### src/rtl/b2_pkg.sv
package b2_pkg;
  localparam int FRAME_ROWS   = 9;
  localparam int COLS_PER_STS = 90;
  localparam int SOH_ROWS     = 3;
  localparam int OH_COLS      = 3;
  localparam int B2_ROW       = 4;
  localparam logic [7:0] AIS_BYTE = 8'hFF;
  typedef logic [7:0] byte_t;
endpackage

### src/rtl/b2_pos_dec.sv
module b2_pos_dec
  import b2_pkg::*;
#(
  parameter int N_STS = 3,
  parameter int ROW_W = 4,
  parameter int COL_W = 9,
  parameter int SEL_W = 2
) (
  input  logic [ROW_W-1:0] row,
  input  logic [COL_W-1:0] col,
  output logic             is_soh,
  output logic             is_b2,
  output logic [SEL_W-1:0] sts
);
  localparam logic [ROW_W-1:0] SOH_ROW_LIM = ROW_W'(SOH_ROWS);
  localparam logic [ROW_W-1:0] B2_ROW_IDX  = ROW_W'(B2_ROW);
  localparam logic [COL_W-1:0] OH_COL_LIM  = COL_W'(OH_COLS * N_STS);
  localparam logic [COL_W-1:0] N_COL       = COL_W'(N_STS);

  always_comb begin
    is_soh = (row < SOH_ROW_LIM) && (col < OH_COL_LIM);
    is_b2  = (row == B2_ROW_IDX) && (col < N_COL);
    sts    = SEL_W'(col % N_COL);
  end
endmodule

### src/rtl/b2_acc_bank.sv
module b2_acc_bank
  import b2_pkg::*;
#(
  parameter int N_STS = 3,
  parameter int SEL_W = 2
) (
  input  logic                  clk,
  input  logic                  rst,
  input  logic                  sof,
  input  logic                  cov,
  input  logic [SEL_W-1:0]      sts,
  input  byte_t                 tx_byte,
  output logic [N_STS-1:0][7:0] hold
);
  logic [N_STS-1:0][7:0] acc;

  for (genvar s = 0; s < N_STS; s++) begin : g_acc
    logic mine;
    assign mine = cov && (sts == SEL_W'(s));

    always_ff @(posedge clk) begin
      if (rst) begin
        acc[s]  <= '0;
        hold[s] <= '0;
      end else if (sof) begin
        hold[s] <= acc[s];
        acc[s]  <= mine ? tx_byte : 8'h00;
      end else if (mine) begin
        acc[s]  <= acc[s] ^ tx_byte;
      end
    end

    AST_HOLD_LATCH: assert property (@(posedge clk) disable iff (rst)
      sof |=> hold[s] == $past(acc[s]));
    AST_ACC_SKIP: assert property (@(posedge clk) disable iff (rst)
      (!cov && !sof) |=> acc[s] == $past(acc[s]));
  end
endmodule

### src/rtl/b2_err_arm.sv
module b2_err_arm #(
  parameter int N_STS = 3
) (
  input  logic             clk,
  input  logic             rst,
  input  logic [N_STS-1:0] en,
  input  logic             stb,
  input  logic [N_STS-1:0] hit,
  output logic [N_STS-1:0] pend
);
  always_ff @(posedge clk) begin
    if (rst) pend <= '0;
    else     pend <= (pend | (en & {N_STS{stb}})) & ~hit;
  end

  for (genvar s = 0; s < N_STS; s++) begin : g_chk
    AST_ARM_CONSUMED: assert property (@(posedge clk) disable iff (rst)
      hit[s] |=> !pend[s]);
    AST_ARM_SET: assert property (@(posedge clk) disable iff (rst)
      (stb && en[s] && !hit[s]) |=> pend[s]);
  end
endmodule

### src/rtl/b2_bip8_gen.sv
module b2_bip8_gen
  import b2_pkg::*;
#(
  parameter int N_STS = 3,
  parameter int ROW_W = 4,
  parameter int COL_W = $clog2(COLS_PER_STS * N_STS)
) (
  input  logic             clk,
  input  logic             rst,
  input  logic             sof,
  input  logic [ROW_W-1:0] row,
  input  logic [COL_W-1:0] col,
  input  logic [7:0]       din,
  input  logic [N_STS-1:0] err_en,
  input  logic             err_stb,
  input  logic             lais_frc,
  output logic [7:0]       dout
);
  localparam int SEL_W = (N_STS > 1) ? $clog2(N_STS) : 1;

  logic                  is_soh;
  logic                  is_b2;
  logic [SEL_W-1:0]      sts;
  logic [N_STS-1:0]      hit;
  logic [N_STS-1:0]      pend;
  logic [N_STS-1:0][7:0] hold;
  byte_t                 hold_sel;
  byte_t                 tx;
  logic                  flip;

  b2_pos_dec #(.N_STS(N_STS), .ROW_W(ROW_W), .COL_W(COL_W), .SEL_W(SEL_W)) u_dec (
    .row(row), .col(col), .is_soh(is_soh), .is_b2(is_b2), .sts(sts)
  );

  for (genvar s = 0; s < N_STS; s++) begin : g_hit
    assign hit[s] = is_b2 && (sts == SEL_W'(s));
  end

  always_comb begin
    hold_sel = hold[sts];
    flip     = is_b2 && err_en[sts] && (pend[sts] || err_stb);
    if (is_soh)        tx = din;
    else if (lais_frc) tx = AIS_BYTE;
    else if (is_b2)    tx = hold_sel ^ {8{flip}};
    else               tx = din;
  end

  b2_acc_bank #(.N_STS(N_STS), .SEL_W(SEL_W)) u_bank (
    .clk(clk), .rst(rst), .sof(sof), .cov(!is_soh), .sts(sts),
    .tx_byte(tx), .hold(hold)
  );

  b2_err_arm #(.N_STS(N_STS)) u_arm (
    .clk(clk), .rst(rst), .en(err_en), .stb(err_stb), .hit(hit), .pend(pend)
  );

  always_ff @(posedge clk) begin
    if (rst) dout <= '0;
    else     dout <= tx;
  end

  AST_SOH_PASS: assert property (@(posedge clk) disable iff (rst)
    is_soh |=> dout == $past(din));
  AST_AIS_ONES: assert property (@(posedge clk) disable iff (rst)
    (lais_frc && !is_soh) |=> dout == 8'hFF);
  AST_B2_PLAIN: assert property (@(posedge clk) disable iff (rst)
    (is_b2 && !lais_frc && !err_en[sts]) |=> dout == $past(hold_sel));
  AST_B2_FLIP_NOW: assert property (@(posedge clk) disable iff (rst)
    (is_b2 && !lais_frc && err_en[sts] && err_stb) |=> dout == ~$past(hold_sel));
endmodule

### config.mk
export PLATFORM = sky130hd
export DESIGN_NAME = b2_bip8_gen
export DESIGN_NICKNAME = d
export VERILOG_FILES = /design/src/rtl/b2_pkg.sv /design/src/rtl/b2_pos_dec.sv /design/src/rtl/b2_acc_bank.sv /design/src/rtl/b2_err_arm.sv /design/src/rtl/b2_bip8_gen.sv
export SDC_FILE = /design/constraint.sdc
export NUM_CORES = 1
export LEC_CHECK = 0
export ABC_AREA = 1
export BUFFER_PORTS_ARGS = -buffer_cell sky130_fd_sc_hd__buf_4
export CAP_MARGIN = 20
export CELL_PAD_IN_SITES_DETAIL_PLACEMENT = 1
export CELL_PAD_IN_SITES_GLOBAL_PLACEMENT = 1
export CORE_ASPECT_RATIO = 1.25
export CORE_UTILIZATION = 30
export DETAILED_ROUTE_END_ITERATION = 7
export PLACE_DENSITY_LB_ADDON = 0.1
export RECOVER_POWER = 50
export SYNTH_ARGS = -nofsm -noshare
export SYNTH_HDL_FRONTEND = slang
export SYNTH_HIERARCHICAL = 1
export SYNTH_SLANG_ARGS = --single-unit
### constraint.sdc
create_clock -name clk -period 10.3 [get_ports clk]
set_clock_uncertainty 0.2 [all_clocks]
set_input_delay 2.06 -clock clk [delete_from_list [all_inputs] [get_ports clk]]
set_output_delay 2.06 -clock clk [all_outputs]
set_load 0.02 [all_outputs]
# Yosys cells after proc, flatten, opt, wreduce, memory -nomap -nowiden
# Cells that the tools add are included.
# Widths: inputs -> output; s select.
[op_classes]
reduce_logical = 16
bitwise_logic = 8
div = 1
order_cmp = 4
n_eq_ne = 3
muxes = 18
[ops]
columns = ["cell", "n"]
rows = [
  ["$mux 8", 13],
  ["$xor 8x8->8", 4],
  ["$bmux 8 s2", 1],
  ["$logic_and 1x1->1", 10],
  ["$lt 9x2->1 const B", 1],
  ["$lt 9x4->1 const B", 1],
  ["$mod 9x2->9 const B", 1],
  ["$and 3x3->3", 2],
  ["$reduce_bool 2->1", 3],
  ["$bmux 1 s2", 2],
  ["$eq 4x3->1 const B", 1],
  ["$lt 4x2->1 const B", 1],
  ["$lt 2x3->1 const B", 1],
  ["$not 3->3", 1],
  ["$or 3x3->3", 1],
  ["$eq 2x1->1 const B", 1],
  ["$eq 2x2->1 const B", 1],
  ["$logic_not 2->1", 1],
  ["$mux 1", 2],
  ["$logic_not 1->1", 1],
  ["$logic_or 1x1->1", 1],
]
[totals]
out_inout_bits = 8
elab_cells = 58
ff_bits = 59
input_bits = 29

# Depth between registers and ports, before layout
# Gate-level depths: netlist (run 1).
[depth]
depth_word = 12
depth_mapped = 54
depth_no_buf = 53

# Hierarchy
# Netlist (run 1), hierarchy kept.
[modules_own_cells]
columns = ["mod", "area_each_um2", "n_inst", "seq_area_each_um2", "cells_each"]
rows = [
  ["b2_acc_bank", 2050.7, 1, 960.9, 285],
  ["b2_pos_dec", 928.4, 1, 0.0, 177],
  ["b2_bip8_gen", 899.6, 1, 160.2, 165],
  ["b2_err_arm", 127.6, 1, 60.1, 21],
]

# Worst setup path before layout (run 1)
# OpenSTA, ideal clock, no wires.
[synth_path]
kind = "input to register"
from = "input port col[7]"
to = "register u_bank/acc[16] (netlist name)"
path_stages = 44
setup_slack_ns = 3.930
path_buffers = 2
setup_ns = 0.113
arrival_time_ns = 6.057
t_required_ns = 9.987
cell_sequence = "clkbuf_1 > ha_1 > inv_1 > nand2_2 > nand2_1 > nand2_2 > nand2_1 > nand2_2 > o21ai_1 > nand2_1 > nand2_1 > nand2_1 > nand2_1 > nand4_4 > nand2_1 > nand2_2 > nor2_4 > nand4_1 > (+8 left out) > nand2_1 > nor2_4 > nand3_2 > nand2_1 > nand2_1 > buf_6 > nor2_4 > nand2_2 > nand3_2 > nand3_4 > inv_4 > nand2_1 > nand3_1 > nand2_1 > inv_1 > nand4_1 > nor2_1 > nor2_1"
[synth_between]
elab_chain_len = 12
elab_cells_between_ends = 26
cone_classes = "div: 1; order compare: 2; eq/ne: 1; mux: 12; bitwise: 2; reduce/logical: 8"
[synth_rtl]
columns = ["item", "line_no", "source"]
rows = [
  ["from (decl)", "b2_bip8_gen.sv:12", "input logic [COL_W-1:0] col,"],
  ["$mod 9x2->9 *", "b2_pos_dec.sv:23", "sts = SEL_W'(col % N_COL);"],
  ["via sts[0]", "b2_bip8_gen.sv:23", "logic [SEL_W-1:0] sts;"],
  ["$bmux 1 s2", "b2_bip8_gen.sv:41", "flip = is_b2 && err_en[sts] && (pend[sts] || err_stb);"],
  ["$mux 1 (not written as such)", "b2_bip8_gen.sv:41", ""],
  ["$logic_and 1x1->1 or $logic_or 1x1->1 (tied branches)", "b2_bip8_gen.sv:41", ""],
  ["$logic_and 1x1->1", "b2_bip8_gen.sv:41", ""],
  ["$xor 8x8->8 *", "b2_bip8_gen.sv:44", "else if (is_b2) tx = hold_sel ^ {8{flip}};"],
  ["$mux 8 *", "b2_bip8_gen.sv:44", ""],
  ["$mux 8 *", "b2_bip8_gen.sv:43", "else if (lais_frc) tx = AIS_BYTE;"],
  ["$mux 8 *", "b2_bip8_gen.sv:42", "if (is_soh) tx = din;"],
  ["via tx[0]", "b2_bip8_gen.sv:28", "byte_t tx;"],
  ["$xor 8x8->8", "b2_acc_bank.sv:29", "acc[s] <= acc[s] ^ tx_byte;"],
  ["$mux 8", "b2_acc_bank.sv:28", "end else if (mine) begin"],
  ["$mux 8 *", "b2_acc_bank.sv:25", "end else if (sof) begin"],
  ["to (signal, indexed assignment)", "b2_acc_bank.sv:27", "acc[s] <= mine ? tx_byte : 8'h00;"],
  ["to (signal, indexed assignment)", "b2_acc_bank.sv:29", ""],
  ["to (decl)", "b2_acc_bank.sv:15", "logic [N_STS-1:0][7:0] acc;"],
]
# Mark *: on every way through the listed nets, which the timed path passes. The rest lies on a longest branch. The select of a mux whose other input is x is not followed.
# A chain may end at the register's enable or synchronous reset.

# Worst setup path in the final report (run 1)
[layout_path]
from = "input port col[3]"
to = "register u_bank/acc[12] (netlist name)"
# The elaborated chain is that of the path after synthesis.

==> results of run 1 <==
[power by group]
part	internal (W)	total, W	switching, W
logic	0.0000988	0.000323	0.000225
registers	0.000261	0.000276	0.0000151
clock network	0.000216	0.000324	0.000108
[logic make-up after synthesis]
kind of cell	count (synthesis)	synth area share [%]
AOI/OAI and AO/OA	55	7.53
adders and majority gates	3	0.937
xor gates and xnor gates	1	0.219
DFF	59	29.5
and+or+nand+nor	422	48.3
buffers and inverters	108	13.6
[worst max-delay path: cells and delay by family]
family	cells	cell delay, ns
and+or+nand+nor	33	4.25
buffers and inverters	8	1.15
adders and majority gates	1	0.18
AOI/OAI and AO/OA	1	0.13
[flip-flops by register name, summed over array words and instances, names as in the netlist]
name,cells
u_bank/acc,24
u_arm/pend,3
dout,8
u_bank/hold,24
[final cells by class]
| cell class | count | share of cell area (%) |
|---|---|---|
| multi-input cells | 481 | 49.9 |
| clock inverters | 5 | 1.69 |
| repair buffers | 39 | 5.65 |
| flip-flops and latches | 59 | 25.8 |
| well taps | 168 | 4.59 |
| inverters | 84 | 7.18 |
| clock buffers | 10 | 5.22 |
[Yosys cell counts, drive strengths merged]
cell type / instances
a21oi: 12
a31oi: 2
a41oi: 1
buf: 17
clkbuf: 7
clkinv: 4
dfxtp: 59
ha: 3
inv: 80
nand2: 196
nand3: 50
nand3b: 2
nand4: 30
nor2: 135
nor3: 2
nor4: 2
o21a: 1
o21ai: 38
o21bai: 1
or2: 4
or4: 1
xor2: 1
[path summary, 6_finish.rpt]
kind                        from         endpoint  cells past startpoint
hold / removal    u_bank/acc[15]  u_bank/hold[15]                      2
hold reg to reg   u_bank/acc[15]  u_bank/hold[15]                      2
setup reg to reg   u_arm/pend[1]   u_bank/acc[12]                     14
setup / recovery          col[3]   u_bank/acc[12]                     43
[routing by layer]
metal | up-vias | global-route usage, % | wire, um
li1 | 2092 | - | -
met1 | 1903 | 18.8 | 4940
met2 | 39 | 35.9 | 6510
met3 | 14 | 2.13 | 184
met4 | 0 | 7.59 | 241
met5 | - | 0 | 0
[metrics by stage]
step	cell area (um^2)	hold WS [ns]
6_report	4580	0.289
5_1_grt	4580	0.310
4_1_cts	4620	0.292
3_5_place_dp	4300	0.278
3_3_place_gp	4300	0.265
2_1_floorplan	4010	0.254
==> summary.md, run 1 <==
| Metric | Value |
|---|---|
| Status | complete, no violations |
| GPL Wtd Cong | 0.803 |
| CTS root buf | clkbuf_16 |
| Post-synthesis net count | 680 |
| Starting density of the core | 31.2% |
| TritonCTS clock tree | built |
| Area grow syn2layout | 14.4% |
| Cell count after synthesis | 648 |
| Sequential area share after synthesis | 29.5% |
| Syn. warnings | 6 |
| Chip Height | 131 um |
| Post-Syn Area | 4010 um^2 |
| First-pass GRT wire length | 19800 um |
| Routed WL | 11900 um |
| Worst R2R Setup Slack | 8.32 ns |
| CP max-delay cell | nand2_1 |
| Fmax | 130 MHz |
| Core box area | 12800 um^2 |
| Cell variety after synth | 42 |
| Die area | 13800 um^2 |
| Most used cell, CP | nand2_1 |
| Final setup TNS | 0 ns |
| Setup ws final | 2.62 ns |
| H-tree levels | 3 |
| Top cells by area, synth | dfxtp_1, nand2_1, nor2_1 |
| Commonest non-fill, non-tap cell in the layout | nand2_1 |
| Leading area contributor after synthesis | dfxtp_1 |
| Vias/cell | 4.78 |
| Clk pin slew, worst setup/hold paths | 0.05 ns |
| Buffers on Ports | 36 |
| Cts repair resizes | 0 |
| Actual slew at the worst max-slew pin | 1.43 ns |
| Commonest non-fill, non-tap cells in the layout | nand2_1, nor2_1, inv_1 |
| Grt ovf | 0 |
| HPWL Detailed | 8950 um |
| Initial antenna violation count | 0 |
| RSZ-0062 raised after global routing | no |
| CTS Buf Count | 9 |
| Min cycle time layout | 7.68 ns |
| GRT Total Usage | 18.2% |
| Rel. slew slack | 4.63% |
| Maximum VDD drop | 96.0 uV |
| Share of layout cells above drive strength 1 | 15.3% |
| Filler instances | 1719 |
| Share of Yosys cell area claimed by the top area cell type | 29.5% |
| LEAKAGE | 2.20 nW |
| Pin count of the biggest net entering global routing | 49 |
| Cts hold-fix bufs | 0 |
| Reg area | 1180 um^2 |
| Footprint of the multi-input gates | 2290 um^2 |
| Setup crit end kind | flop |
| Crit path max fanout | 18 |
| Setup Buffers After CTS | 0 |
| DR vias | 4048 |
| Die width | 105 um |
| CP Data Arrival Time | 7.75 ns |
| DRT iter0 DRCs | 108 |
| WS Path Type | input pin to flop |
| Overall Power | 0.000923 W |
| Syn Area/Cell | 6.18 um^2 |
| Crit path largest cell delay | 0.55 ns |
| Maxcap violations | 0 |
| I/O pin total | 37 |
| Setup violators final | 0 |
| Synthesized flop and latch total | 59 |
| DRC | 0 |
| PwrDens | 201 nW/um^2 |
| Nature of the critical path startpoint | input pin |
| Post-DRT Antenna Nets | 0 |
| Cell Count, Final, Fillers Out | 846 |
| Clk sinks | 59 |
| Drt wl/cell | 14.0 um |
| Worst EP required | 10.37 ns |
| Max-slew violation count | 0 |
| Number of global-route vias before repair | 4192 |
| Util after Layout | 35.7% |
| Fin nets | 706 |
| Dpl ws | 2.27 ns |
| DR pass1 iterations | 4 |
| Worst skew pair latency | 0.33 ns |
| HP Class | flop to flop |
| Std cell rows | 46 |
| CTS Buffer Depth | 2 |
| Final hold violations | 0 |
| Diodes inserted | 0 |
| Inst Count DP | 831 |
| Final period util | 74.6% |
(Power assumes the default switching activity.)
==> run 2: changes to the inputs <==
--- a/config.mk
+++ b/config.mk
@@ -5,7 +5,7 @@
 export SDC_FILE = /design/constraint.sdc
 export NUM_CORES = 1
 export LEC_CHECK = 0
-export ABC_AREA = 1
+export ABC_AREA = 0
 export BUFFER_PORTS_ARGS = -buffer_cell sky130_fd_sc_hd__buf_4
 export CAP_MARGIN = 20
 export CELL_PAD_IN_SITES_DETAIL_PLACEMENT = 1
==> constraint.sdc (replaced) <==
create_clock -name clk -period 6.3 [get_ports clk]
set_clock_uncertainty 0.2 [all_clocks]
set_input_delay 1.26 -clock clk [delete_from_list [all_inputs] [get_ports clk]]
set_output_delay 1.26 -clock clk [all_outputs]
set_load 0.02 [all_outputs]
==> summary.md, run 2 <==
| Metric | Value |
|---|---|
| Status | complete, but fails checks |
| Failing checks | capacitance limit, slew limit, setup timing |
| Syn. warnings | 6 (unchanged) |
| Dpl ws | -0.845 ns (-3.11 ns) |
| Hold Path Sink | u_bank/hold[0] |
| Commonest non-fill, non-tap cells in the layout | buf_4, nor2_1, dfxtp_1 |
| I/O pin total | 37 (unchanged) |
| R2r startpoint | u_arm/pend[0] |
| Leading area contributor after synthesis | dfxtp_1 |
| Fin nets | 636 (-9.9%) |
| Cell variety after synth | 71 (+69%) |
| Final setup TNS | -0.128 ns (-0.128 ns) |
| Biggest regs | u_bank/acc x24, u_bank/hold x24, dout x8 |
| Post-synthesis net count | 523 (-23%) |
| Post-Syn Area | 4100 um^2 (+2.4%) |
| GRT Total Usage | 19.8% (+1.6 points) |
| CP Data Arrival Time | 6.33 ns (-1.42 ns) |
| Actual slew at the worst max-slew pin | 2.67 ns (+1.24 ns) |
| Core box area | 13300 um^2 (+3.5%) |
| Top-count cell post-synth | nor2_1 |
| H-tree levels | 3 (unchanged) |
| Drt wl/cell | 17.5 um (+25%) |
| LEAKAGE | 2.35 nW (+6.6%) |
| Clk sinks | 59 (unchanged) |
| Die area | 14200 um^2 (+2.4%) |
| TritonCTS clock tree | built |
| Final period util | 101% |
| EDFF count, synth | 0 (unchanged) |
| Share of layout cells above drive strength 1 | 37.1% (+22 points) |
| Std cell rows | 47 (+2.2%) |
| Cts hold-fix bufs | 0 (unchanged) |
| Post-synth ARST share | 0% (unchanged) |
| Cell Count, Final, Fillers Out | 780 (-7.8%) |
| Number of global-route vias before repair | 4310 (+2.8%) |
| Maxcap violations | 1 (+1) |
| Cell count after synthesis | 491 (-24%) |
| CTS Buffer Depth | 2 (unchanged) |
| HPWL Detailed | 9490 um (+5.9%) |
| Synthesized flop and latch total | 59 (unchanged) |
| Rel. slew slack | -78.0% (-83 points) |
| Worst EP required | 6.30 ns (-4.07 ns) |
| Pin count of the biggest net entering global routing | 61 (+24%) |
| Grt ovf | 0 (unchanged) |
| Chip Height | 133 um (+1.2%) |
| Maximum VDD drop | 146 uV (+52%) |
| Inst Count DP | 736 (-11%) |
| Commonest non-fill, non-tap cell in the layout | buf_4 |
| Most frequently used flop master after synthesis | dfxtp_1 |
| Hold path startpoint | u_bank/acc[0] |
| Top cells by count, synth | nor2_1, dfxtp_1, xnor2_1, mux2i_1, nand2_1 |
| Crit path max fanout | 8 (-10) |
| GPL Wtd Cong | 0.823 (+2.6%) |
| Setup violators final | 8 (+8) |
| DRT iter0 DRCs | 148 (+37%) |
| Worst skew pair latency | 0.34 ns (about the same) |
| Die width | 107 um (+1.2%) |
| Final hold violations | 0 (unchanged) |
| Setup crit end kind | flop |
| Reg2reg path depth | 10 (-4) |
| Vias/cell | 5.10 (+6.6%) |
| Max-slew violation count | 49 (+49) |
| DR pass1 iterations | 4 (unchanged) |
| DR vias | 3977 (-1.8%) |
| Top cells by area, synth | dfxtp_1, mux2i_1, xnor2_1 |
| Diodes inserted | 0 (unchanged) |
| Setup ws final | -0.0371 ns (-2.66 ns) |
| Sequential area share after synthesis | 28.8% (-0.69 points) |
| Min-Delay Path Depth | 2 (unchanged) |
| Routed WL | 13700 um (+15%) |
| Nature of the critical path startpoint | input pin |
| RSZ-0062 raised after global routing | yes |
| DRC | 0 (unchanged) |
| Initial antenna violation count | 0 (unchanged) |
| Syn Area/Cell | 8.36 um^2 (+35%) |
| Worst R2R End | u_bank/acc[22] |
| CTS root buf | clkbuf_16 |
| Worst R2R Setup Slack | 4.23 ns (-4.09 ns) |
| First-pass GRT wire length | 21800 um (+10%) |
| Share of Yosys cell area claimed by the top area cell type | 28.8% (-0.69 points) |
| Clk pin slew, worst setup/hold paths | 0.05 ns (about the same) |
| WS Path Type | input pin to flop |
| Min cycle time layout | 6.34 ns |
| Post-DRT Antenna Nets | 0 (unchanged) |
| Area grow syn2layout | 43.3% |
| HP Class | flop to flop |
| Fmax | 158 MHz |
| Buffers on Ports | 36 (unchanged) |
| Starting density of the core | 30.9% (-0.34 points) |
| CTS Buf Count | 9 (unchanged) |
| PwrDens | 277 nW/um^2 (+37%) |
==> run 2: changes by cell type after synthesis, sizes merged, moves of 36 or more <==
cell and change:
inv -73, nor2 -60, mux2i +36, nand3 -47, xnor2 +38, nand2 -167
==> run 2: stage by stage <==
stage / total power [W] / instance area, um^2 / hold slack, ns / util, %
floorplan: 0.000798 / 4190 / 0.256 / -
global placement: 0.000986 / 5060 / 0.264 / 38.1
detailed placement: 0.00100 / 5060 / 0.283 / 38.1
CTS: 0.00157 / 5610 / 0.295 / 42.2
global route: 0.00171 / 5880 / 0.334 / 44.2
finish: 0.00163 / 5880 / 0.292 / 44.2
==> run 2: what timing repair did <==
action / CTS / global route
endpoints found under the setup margin: 25 / 28
setup buffers: 15 / 16
pin swaps: 33 / 24
resized for setup: 22 / 34
gates cloned: 1 / 0
==> run 2: worst max-delay path, cell delays in order <==
cell      delay (ns)
buf_6           0.10
or4_4           0.56
o31ai_4         0.25
o311ai_2        0.17
o22a_1          0.25
nor2_4          0.21
nand4_1         0.15
a311oi_2        0.37
xnor2_1         0.12
ha_2            0.19
a221oi_4        0.19
o221ai_2        0.15
nor4_4          0.27
buf_4           0.17
and4b_1         0.24
nor4_4          0.08
buf_12          0.15
mux2i_4         0.17
nor2_2          0.13
o22ai_4         0.10
buf_12          0.15
buf_6           0.12
xnor2_4         0.15
o21ai_4         0.21
nand4b_1        0.16
xnor2_1         0.20
nor2_1          0.05
==> run 2: cell type report <==
class                           instances  area, um^2
Timing Repair Buffer                  140        1120
Tap cell                              171         214
Fill cell                            1583        7410
Inverter                                7        26.3
Sequential cell                        59        1180
Multi-Input combinational cell        387        3040
Clock buffer                           11         243
Clock inverter                          5        52.6
==> run 2: power by group <==
part           total [W]  leakage [nW]  switching [W]  internal, W
clock           0.000496         0.145       0.000181     0.000315
combinational   0.000691          1.72       0.000313     0.000378
sequential      0.000440         0.484      0.0000231     0.000417
==> run 2: cells by family (layout without fill, tap and decap cells) <==
logic type | after synthesis | count (layout) | synth area share (%)
flops | 59 | 59 | 28.8
buf+inv | 45 | 163 | 6.04
compound gates | 92 | 92 | 16.1
fa+ha+maj | 3 | 3 | 0.915
mux | 37 | 37 | 9.33
xor+xnor | 40 | 40 | 8.87
simple gates | 215 | 215 | 29.9
==> run 2: metal layers <==
metal  up-vias  share of wire (%)  routed length (um)  global-route usage, %
met5         -                  0                   0                      0
met4         0                2.1                 286                   6.77
met3        23                2.0                 272                   3.40
met2        45                 54                7410                   36.6
met1      1949                 42                5710                   22.4
li1       1960                  -                   -                      -
==> run 2: worst max-delay path by stage <==
stage,start,end,slack [ns],depth (start not counted)
final,col[6],u_bank/acc[22],-0.04,27
after global routing,col[6],u_bank/acc[6],-0.30,29
after CTS,col[6],u_bank/acc[22],-0.15,27
after detailed placement,col[5],u_bank/acc[18],-0.85,27
after global placement,col[5],u_bank/acc[2],-0.73,27
after floorplan,col[7],u_bank/acc[0],-0.34,29
